`src/rtl/dacr_pkg.sv`:
```
package dacr_pkg;
    localparam int WORD_W  = 16;
    localparam int MAIN_W  = 10;
    localparam int SUB_W   = 8;
    localparam int REF_W   = 2;
    localparam logic [SUB_W-1:0] SUB_ZERO_OB = 8'h80;

    typedef struct packed {
        logic sys_we;
        logic ctl_we;
        logic main_we;
        logic sub_we;
    } strobe_t;

    typedef struct packed {
        logic              coding;
        logic              pd_n;
        logic              sstby;
    } sys_t;

    typedef struct packed {
        logic [MAIN_W-1:0] main_dat;
        logic [MAIN_W-1:0] main_dac;
        logic [SUB_W-1:0]  sub_dat;
        logic [SUB_W-1:0]  sub_dac;
        logic [REF_W-1:0]  refsel;
        logic              normal;
        logic              clr_arm;
    } chan_t;
endpackage

```
`src/rtl/dacr_decode.sv`:
```
module dacr_decode
    import dacr_pkg::*;
(
    input  logic       valid,
    input  logic [2:0] mode,
    output strobe_t    stb
);
    // mode = {bit15 sub, bit14 MD0, bit13 MD1}
    always_comb begin
        stb = '0;
        if (valid) begin
            if (mode[0]) begin
                stb.main_we = ~mode[2];
                stb.sub_we  =  mode[2];
            end else if (mode[1]) begin
                stb.ctl_we  = 1'b1;
            end else begin
                stb.sys_we  = 1'b1;
            end
        end
    end

    always_comb begin
        a_r2_one_target: assert ($onehot0(stb));
    end
endmodule

```
`src/rtl/dacr_channel.sv`:
```
module dacr_channel
    import dacr_pkg::*;
(
    input  logic              clk,
    input  logic              rst_n,
    input  logic              hw_clr,
    input  logic              off_bin,
    input  logic              sclr,
    input  logic              load,
    input  logic              ctl_we,
    input  logic              main_we,
    input  logic              sub_we,
    input  logic [MAIN_W-1:0] wdata,
    input  logic [1:0]        ctl_bits,
    output logic [MAIN_W-1:0] main_code,
    output logic [SUB_W-1:0]  sub_code,
    output logic [REF_W-1:0]  refsel,
    output logic              normal
);
    localparam chan_t RST_VAL = '{main_dat: '0, main_dac: '0, sub_dat: '0,
                                  sub_dac: '0, refsel: '0, normal: 1'b1,
                                  clr_arm: 1'b1};

    chan_t ch_d, ch_q;

    always_comb begin
        ch_d = ch_q;
        if (ctl_we) begin
            ch_d.refsel  = wdata[9:8];
            ch_d.normal  = ctl_bits[1];
            ch_d.clr_arm = ctl_bits[0];
        end
        if (main_we) ch_d.main_dat = wdata;
        if (sub_we)  ch_d.sub_dat  = wdata[MAIN_W-1 -: SUB_W];
        if (load) begin
            ch_d.main_dac = ch_q.main_dat;
            ch_d.sub_dac  = ch_q.sub_dat;
            if (ch_q.clr_arm) begin
                ch_d.main_dat = '0;
                ch_d.main_dac = '0;
            end
        end
        if (sclr) begin
            ch_d.main_dat = '0;
            ch_d.main_dac = '0;
        end
        if (hw_clr) begin
            ch_d.main_dat = '0;
            ch_d.main_dac = '0;
            ch_d.sub_dat  = off_bin ? SUB_ZERO_OB : '0;
            ch_d.sub_dac  = off_bin ? SUB_ZERO_OB : '0;
        end
    end

    always_ff @(posedge clk) begin
        if (!rst_n) ch_q <= RST_VAL;
        else        ch_q <= ch_d;
    end

    assign main_code = ch_q.main_dac;
    assign sub_code  = ch_q.sub_dac;
    assign refsel    = ch_q.refsel;
    assign normal    = ch_q.normal;

    a_r7_hw_clear: assert property (@(posedge clk) disable iff (!rst_n)
        hw_clr |=> (main_code == '0) &&
                   (sub_code == ($past(off_bin) ? SUB_ZERO_OB : '0)));

    a_r6_hold_without_load: assert property (@(posedge clk) disable iff (!rst_n)
        (!load && !hw_clr && !sclr) |=> $stable(main_code) && $stable(sub_code));

    a_r8_sclr_main_only: assert property (@(posedge clk) disable iff (!rst_n)
        (sclr && !hw_clr && !load) |=> (main_code == '0) && $stable(sub_code));

    a_r9_armed_clear: assert property (@(posedge clk) disable iff (!rst_n)
        (load && ch_q.clr_arm) |=> (main_code == '0));
endmodule

```
`src/rtl/dac_reg_ctrl.sv`:
```
module dac_reg_ctrl
    import dacr_pkg::*;
#(
    parameter int NCH = 8
) (
    input  logic                  clk,
    input  logic                  rst_n,
    input  logic                  cmd_valid,
    input  logic [WORD_W-1:0]     cmd_word,
    input  logic                  load_n,
    input  logic                  hw_clr_n,
    output logic [NCH*MAIN_W-1:0] main_code,
    output logic [NCH*SUB_W-1:0]  sub_code,
    output logic [NCH*REF_W-1:0]  ch_ref,
    output logic [NCH-1:0]        ch_normal,
    output logic [NCH-1:0]        ch_live,
    output logic                  offset_bin,
    output logic                  pwr_on,
    output logic                  sys_stby
);
    localparam int AW = (NCH > 1) ? $clog2(NCH) : 1;
    localparam sys_t SYS_RST = '{coding: 1'b0, pd_n: 1'b1, sstby: 1'b1};

    strobe_t stb;
    sys_t    sys_d, sys_q;
    logic    sclr;
    logic [AW-1:0] addr;

    dacr_decode u_dec (
        .valid (cmd_valid),
        .mode  (cmd_word[15:13]),
        .stb   (stb)
    );

    assign addr = cmd_word[10 +: AW];
    assign sclr = stb.sys_we & cmd_word[3];

    always_comb begin
        sys_d = sys_q;
        if (stb.sys_we) begin
            sys_d.coding = cmd_word[6];
            sys_d.pd_n   = cmd_word[5];
            sys_d.sstby  = cmd_word[4];
        end
    end

    always_ff @(posedge clk) begin
        if (!rst_n) sys_q <= SYS_RST;
        else        sys_q <= sys_d;
    end

    assign offset_bin = sys_q.coding;
    assign pwr_on     = sys_q.pd_n;
    assign sys_stby   = sys_q.sstby;

    for (genvar i = 0; i < NCH; i++) begin : g_ch
        logic hit;
        assign hit = (addr == AW'(i));

        dacr_channel u_ch (
            .clk       (clk),
            .rst_n     (rst_n),
            .hw_clr    (~hw_clr_n),
            .off_bin   (sys_q.coding),
            .sclr      (sclr),
            .load      (~load_n),
            .ctl_we    (stb.ctl_we & hit),
            .main_we   (stb.main_we & hit),
            .sub_we    (stb.sub_we & hit),
            .wdata     (cmd_word[MAIN_W-1:0]),
            .ctl_bits  (cmd_word[4:3]),
            .main_code (main_code[i*MAIN_W +: MAIN_W]),
            .sub_code  (sub_code[i*SUB_W +: SUB_W]),
            .refsel    (ch_ref[i*REF_W +: REF_W]),
            .normal    (ch_normal[i])
        );

        assign ch_live[i] = sys_q.pd_n & ~sys_q.sstby & ch_normal[i];
    end

    a_r11_sys_hold: assert property (@(posedge clk) disable iff (!rst_n)
        !(cmd_valid && cmd_word[14:13] == 2'b00) |=>
            $stable(offset_bin) && $stable(pwr_on) && $stable(sys_stby));

    a_r4_ctl_hold: assert property (@(posedge clk) disable iff (!rst_n)
        !(cmd_valid && cmd_word[14:13] == 2'b10) |=>
            $stable(ch_ref) && $stable(ch_normal));
endmodule

```
`config.mk`:
```
export PLATFORM = sky130hd
export DESIGN_NAME = dac_reg_ctrl
export DESIGN_NICKNAME = d
export VERILOG_FILES = /design/src/rtl/dacr_pkg.sv /design/src/rtl/dacr_decode.sv /design/src/rtl/dacr_channel.sv /design/src/rtl/dac_reg_ctrl.sv
export SDC_FILE = /design/constraint.sdc
export NUM_CORES = 1
export LEC_CHECK = 0
export BUFFER_PORTS_ARGS = -buffer_cell sky130_fd_sc_hd__buf_4
export CORE_UTILIZATION = 61
export CTS_CLUSTER_DIAMETER = 30
export DETAILED_ROUTE_END_ITERATION = 8
export GPL_ROUTABILITY_DRIVEN = 0
export GPL_TIMING_DRIVEN = 0
export PLACE_DENSITY_LB_ADDON = 0.2
export SLEW_MARGIN = 30
export SYNTH_ARGS = -nofsm -noshare
export SYNTH_HDL_FRONTEND = slang
export SYNTH_SLANG_ARGS = --single-unit
```
`constraint.sdc`:
```
create_clock -name clk -period 2.2 [get_ports clk]
set_input_delay 0.11 -clock clk [delete_from_list [all_inputs] [get_ports clk]]
set_output_delay 0.11 -clock clk [all_outputs]
set_load 0.01 [all_outputs]
```
# After elaboration in Yosys (flattened, before gate mapping)
# Index checks and enable logic that the tools add are counted.
# totals
output_inout_bits	179
regBits	323
# op_classes
n_eq_ne	16
n_mux	54
n_bitwise	38
reduce_logical	2
# ops
op	count
$mux W20	16
$mux W8	17
$mux W16	8
$mux W10	8
$and A1 B1 Y1	34
$ne A2 B1 Y1 const B	8
$eq A3 B3 Y1 const B	4
$eq A3 B2 Y1 const B	2
$mux W2	2
$mux W4	1
$not A1 Y1	4
$eq A3 B1 Y1 const B	1
$logic_not A3 Y1	1
$reduce_or A3 Y1	1
$mux W1	2
$ne A2 B2 Y1 const B	1

# Longest topological paths before layout
# depth
depth_word	7
mapped_depth	6
depth_no_buf	3

# Modules after synthesis
# A second synthesis with hierarchy kept.
# hier_totals
hier_cells	1400
area_unflattened_um2	14162.3
# by_module_without_submodules
module	cells_each	area_per_inst_um2	instances	seq_area_each_um2
dacr_channel	167	1712.9	8	800.8
dac_reg_ctrl	60	421.7	1	60.1
dacr_decode	4	37.5	1	0.0

# Worst setup path before layout
# No wires, ideal clock.
# synth_timing
path_kind	input to register
start	input cmd_word[11]
end	register g_ch[1].u_ch.ch_q[17] in the netlist's numbering
setup_slack_ps	999
stages	6
path_buffers	3
arrival_ps	1069
t_required_ps	2068
cell_sequence	buf_2 > or3b_1 > buf_2 > buf_6 > o21ai_1 > a21oi_1
# synth_between
elab_chain_len	3
# synth_lines
item	line	rtl
from (decl)	dac_reg_ctrl.sv:9	input logic [WORD_W-1:0] cmd_word,
$eq A3 B1 Y1	dac_reg_ctrl.sv:58	assign hit = (addr == AW'(i));
$and A1 B1 Y1	dac_reg_ctrl.sv:69	.sub_we (stb.sub_we & hit),
$ne A2 B1 Y1 (no source line)	n/a	
to (signal assigned)	dacr_channel.sv:57	else ch_q <= ch_d;
to (decl)	dacr_channel.sv:24	chan_t ch_d, ch_q;
# No other way between the ends.
# A chain may end at the register's enable or synchronous reset.

# Worst setup path in the final report
# layout_timing
start	input hw_clr_n
end	register g_ch[2].u_ch.ch_q[14] in the netlist's numbering
# layout_between
elab_chain_len	1
word_cells_on_any_way	2
# layout_lines
item	line	rtl
from (decl)	dac_reg_ctrl.sv:11	input logic hw_clr_n,
$ne A2 B1 Y1 (no source line) / $mux W16 (equally long branches)	n/a	
to (signal assigned)	dacr_channel.sv:57	
to (decl)	dacr_channel.sv:24	
# Parallel ways exist; a longest one is shown, timed or not.

==> metrics list <==
* Core ar.: 21300 um2
* Synthesized instance count: 1525
- Wires add up to 39900 um.
- The share of the Yosys chip area taken by registers is 0.482.
- Pre-CTS setup slack: 191 ps
- In this run, synthesis produced a sequential element count of 323.
* Critical-path top delay cell: sky130_fd_sc_hd__clkbuf_1
* Final worst-path setup slack: 388 ps
* Net switching power: 3270 uW
- Detailed-route wire length per cell: 19.2 um
- The clock reaches the later pin of the worst-skew pair after 540 ps.
- Fraction of power consumed by the clock network: 0.533
* Proportion of layout cells with a drive suffix above 1: 0.281
- Worst supply voltage drop on vdd: 495 uV
* Period utilization: 0.824
* Gate family responsible for the most delay along the worst path: buffers and inverters
- In this run, CTS created clock tree buffers numbering 48.
- The number of nets in the synthesized netlist is 1546.
- The synthesized netlist occupies a cell area of 13400 um2.
- Once detail routing completed, the nets flagged for antenna violations numbered 0.
- Hold timing on the final database bottoms out at a slack of 40.2 ps.
- The filler cells instantiated in the layout total 1426.
- Port buffering added 188 buffers.
* Congestion Overflow GR: 0
- Chain of cells forming the critical path: dlygate4sd3_1 -> buf_2 -> nand2_1 -> clkbuf_1 -> clkbuf_1 -> a21oi_1
* Area growth, synth to finish: 25.5%
* Final critical delay including setup and external delays: 1810 ps
* Largest net degree at the start of global routing: 13
- Net count of the finished layout: 1790
* Number of global-route vias before repair: 11500
* Final-report hold violation count: 0
* Comb power frac: 0.053
- The first routing iteration left 1292 violations.
- Overall global routing resource usage: 0.347
- The first global-routing pass estimated 60600 um of wire.
* Number of pins with negative max-slew slack in the final report: 0
- Layout Skew: 16.3 ps
- Power Internal: 11000 uW
- For the final routed database, the setup TNS stands at 0 ps.
* Setup repair after global routing missed its margin: false
- After layout, the design draws a total of 14300 uW.
- Synth warn: 0
- Of the total power, the share spent switching nets is 0.229.
- Max incr delay on CP: 620 ps
- The share of synthesized area in the top cell type comes to 0.482.
* Die Y: 150 um
* Relative slew slack: 0.325
* Die footprint: 22600 um2
* Dpl hpwl: 26600 um
* Initial standard-cell utilization of the core: 0.631
* Synthesized area per cell: 8.80 um2
* Data arrival time of the critical path: 2210 ps
- Count of vias placed by the detailed router: 12500
- CTS H-tree depth: 2
- Maximum root-to-sink buffer count: 3
- Summed over all instances, the cell type with the most area after synthesis is sky130_fd_sc_hd__dfxtp_1.
- Path type of the worst min-delay path: in -> reg
* Placed cell count: 1988
- Distinct cell type count of the synthesized netlist: 37
- Max-capacitance violation count: 0
- The floorplan has 53 rows.
- Number of non-filler instances in the completed layout: 2081
* Required time of the critical path: 2590 ps
* Multi-input combinational cell area: 5010 um2
- Counting both buffers and inverters, the worst setup path holds a total of 4.
- After clock tree synthesis, the repair step resized 0 gates.
* Top fanout value on the critical path: 10
- For the pin with the worst max-slew slack, the measured transition is 1010 ps.
- STA classifies the critical path startpoint as an input port.
- Power share of the sequential group: 0.414
- CTS sink count: 323
- First-pass iteration count of the detailed router: 5
- Vias per cell: 5.99
* Sequential cell area: 6470 um2
- Based on the critical path, the design can be clocked at up to 552 MHz.
* Die X-Extent: 150 um
- The analysis attributes to cell leakage a power of 0.00673 uW.
- After clock tree synthesis, the clock-pin slew on the worst setup and hold paths is 50 ps.
* Endpoint class of the critical path: flip-flop
- Final setup violating endpoints: 0
- Residual DRC: 0
- Among the stages of the critical path, the cell type that occurs most often is sky130_fd_sc_hd__clkbuf_1.
- By area the synthesized netlist is led by sky130_fd_sc_hd__dfxtp_1, sky130_fd_sc_hd__buf_4, sky130_fd_sc_hd__nand3_1, sky130_fd_sc_hd__a21oi_1, sky130_fd_sc_hd__mux2i_1.
- Total I/O pin count: 200
- Clock tree from TritonCTS: built
- The run finished with clean final reports.
- The critical path in this run is classified as in -> reg.
- Cell at the root of the clock tree: sky130_fd_sc_hd__clkbuf_16
- Initial antenna violation count: 1
- Power per standard cell area: 846 nW/um2
## final timing paths
kind	start	end	slack (ps)	cells after the start
max	hw_clr_n	g_ch[2].u_ch.ch_q[14]$_SDFFE_PN0P_	390	6
min	cmd_word[4]	g_ch[6].u_ch.ch_q[34]$_SDFF_PP0_	40	3
max reg2reg	g_ch[5].u_ch.ch_q[0]$_SDFFE_PN1P_	g_ch[5].u_ch.main_code[1]$_SDFFE_PP0N_	650	3
min reg2reg	g_ch[7].u_ch.ch_q[13]$_SDFFE_PN0P_	g_ch[7].u_ch.ch_q[13]$_SDFFE_PN0P_	470	2
## worst register-to-register path, stage by stage, from the launching register on
cell	delay (ps)
sky130_fd_sc_hd__dfxtp_1	340
sky130_fd_sc_hd__nor2_1	770
sky130_fd_sc_hd__a22oi_1	220
sky130_fd_sc_hd__nor2_1	160
## cells in the mapped netlist
| library cell | number |
|---|---|
| sky130_fd_sc_hd__a31oi_1 | 8 |
| sky130_fd_sc_hd__a21boi_1 | 14 |
| sky130_fd_sc_hd__nor3b_2 | 2 |
| sky130_fd_sc_hd__o21ai_1 | 84 |
| sky130_fd_sc_hd__mux2i_1 | 67 |
| sky130_fd_sc_hd__nor4bb_1 | 1 |
| sky130_fd_sc_hd__or3_1 | 2 |
| sky130_fd_sc_hd__nand4b_1 | 1 |
| sky130_fd_sc_hd__nor2b_1 | 4 |
| sky130_fd_sc_hd__nand3_2 | 1 |
| sky130_fd_sc_hd__o21ai_0 | 93 |
| sky130_fd_sc_hd__nand3b_2 | 2 |
| sky130_fd_sc_hd__a21oi_1 | 144 |
| sky130_fd_sc_hd__nand3_1 | 194 |
| sky130_fd_sc_hd__buf_4 | 178 |
| sky130_fd_sc_hd__nor3b_4 | 1 |
| sky130_fd_sc_hd__a21boi_0 | 2 |
| sky130_fd_sc_hd__and4b_1 | 2 |
| sky130_fd_sc_hd__nand2_1 | 8 |
| sky130_fd_sc_hd__dfxtp_1 | 323 |
| sky130_fd_sc_hd__clkbuf_2 | 2 |
| sky130_fd_sc_hd__or2_2 | 1 |
| sky130_fd_sc_hd__a22oi_1 | 80 |
| sky130_fd_sc_hd__nand4bb_1 | 2 |
| sky130_fd_sc_hd__nand4_1 | 2 |
| sky130_fd_sc_hd__clkbuf_1 | 73 |
| sky130_fd_sc_hd__nand2b_1 | 10 |
| sky130_fd_sc_hd__buf_2 | 48 |
| sky130_fd_sc_hd__buf_6 | 7 |
| sky130_fd_sc_hd__and2_1 | 11 |
| sky130_fd_sc_hd__and3_1 | 2 |
| sky130_fd_sc_hd__buf_1 | 1 |
| sky130_fd_sc_hd__or3b_1 | 2 |
| sky130_fd_sc_hd__or4_1 | 2 |
| sky130_fd_sc_hd__nand3b_1 | 2 |
| sky130_fd_sc_hd__and3b_1 | 4 |
| sky130_fd_sc_hd__nor2_1 | 145 |
## cell families (layout without fill, tap and decap cells)
| kind of cell | after synthesis | after routing | share of synthesized area |
|---|---|---|---|
| multiplexers | 67 | 67 | 0.0500 |
| AO/OA/AOI/OAI | 425 | 425 | 0.177 |
| other | 0 | 1 | 0 |
| flip-flops | 323 | 323 | 0.482 |
| AND/OR/NAND/NOR | 401 | 401 | 0.146 |
| buffers and inverters | 309 | 589 | 0.145 |
## registers in the layout (all words and copies together), names as in the netlist
register / count
offset_bin: 1
g_ch.u_ch.normal: 8
g_ch.u_ch.refsel: 16
g_ch.u_ch.sub_code: 64
g_ch.u_ch.ch_q: 152
g_ch.u_ch.main_code: 80
pwr_on: 1
sys_stby: 1
## final cells by class
cell class                 instances  share of cell area
timing repair buffer             194              0.0873
buffer                           309               0.115
multi-input combinational        893               0.297
clock buffer                      65              0.0805
tap                              275              0.0204
clock inverter                    21              0.0151
antenna                            1            0.000148
sequential                       323               0.384
## repair_timing
action                    4_1_cts  5_1_grt
hold endpoints to repair       23        0
hold buffers                    6        0
buffers inserted                0        0
## layer usage
metal | vias to the layer above | routed length (um) | global-route usage
met5 | - | 0 | 0
met4 | 0 | 1860 | 0.186
met3 | 154 | 4510 | 0.0718
met2 | 803 | 18400 | 0.549
met1 | 5842 | 15100 | 0.444
li1 | 5668 | - | -
## power groups by stage
stage               clock network [uW]  logic [uW]  registers [uW]
floorplan                            0         452            6020
global placement                     0         695            6020
detailed placement                   0         708            6020
CTS                               7600         725            5900
global route                      7890         782            5900
finish                            7610         754            5910
## metrics by stage
step                      cell area, um2   util
after global placement             15200  0.713
after floorplan                    13400      -
after global routing               16800  0.792
final                              16900  0.792
after CTS                          16800  0.792
after detailed placement           15200  0.713
## cell usage in the layout (no fill, tap or decap), types with 5 or more instances in the layout
cell                              n
sky130_fd_sc_hd__a21boi_1        14
sky130_fd_sc_hd__a21oi_1        144
sky130_fd_sc_hd__a22oi_1         80
sky130_fd_sc_hd__a31oi_1          8
sky130_fd_sc_hd__and2_1          11
sky130_fd_sc_hd__buf_2           48
sky130_fd_sc_hd__buf_4          366
sky130_fd_sc_hd__buf_6            7
sky130_fd_sc_hd__bufinv_16        5
sky130_fd_sc_hd__clkbuf_1        82
sky130_fd_sc_hd__clkbuf_16       49
sky130_fd_sc_hd__clkbuf_8         7
sky130_fd_sc_hd__clkinv_2         9
sky130_fd_sc_hd__dfxtp_1        323
sky130_fd_sc_hd__dlygate4sd3_1    6
sky130_fd_sc_hd__mux2i_1         67
sky130_fd_sc_hd__nand2_1          8
sky130_fd_sc_hd__nand2b_1        10
sky130_fd_sc_hd__nand3_1        194
sky130_fd_sc_hd__nor2_1         145
sky130_fd_sc_hd__o21ai_0         93
sky130_fd_sc_hd__o21ai_1         84
Note: power is estimated with default switching activity, not from simulation.
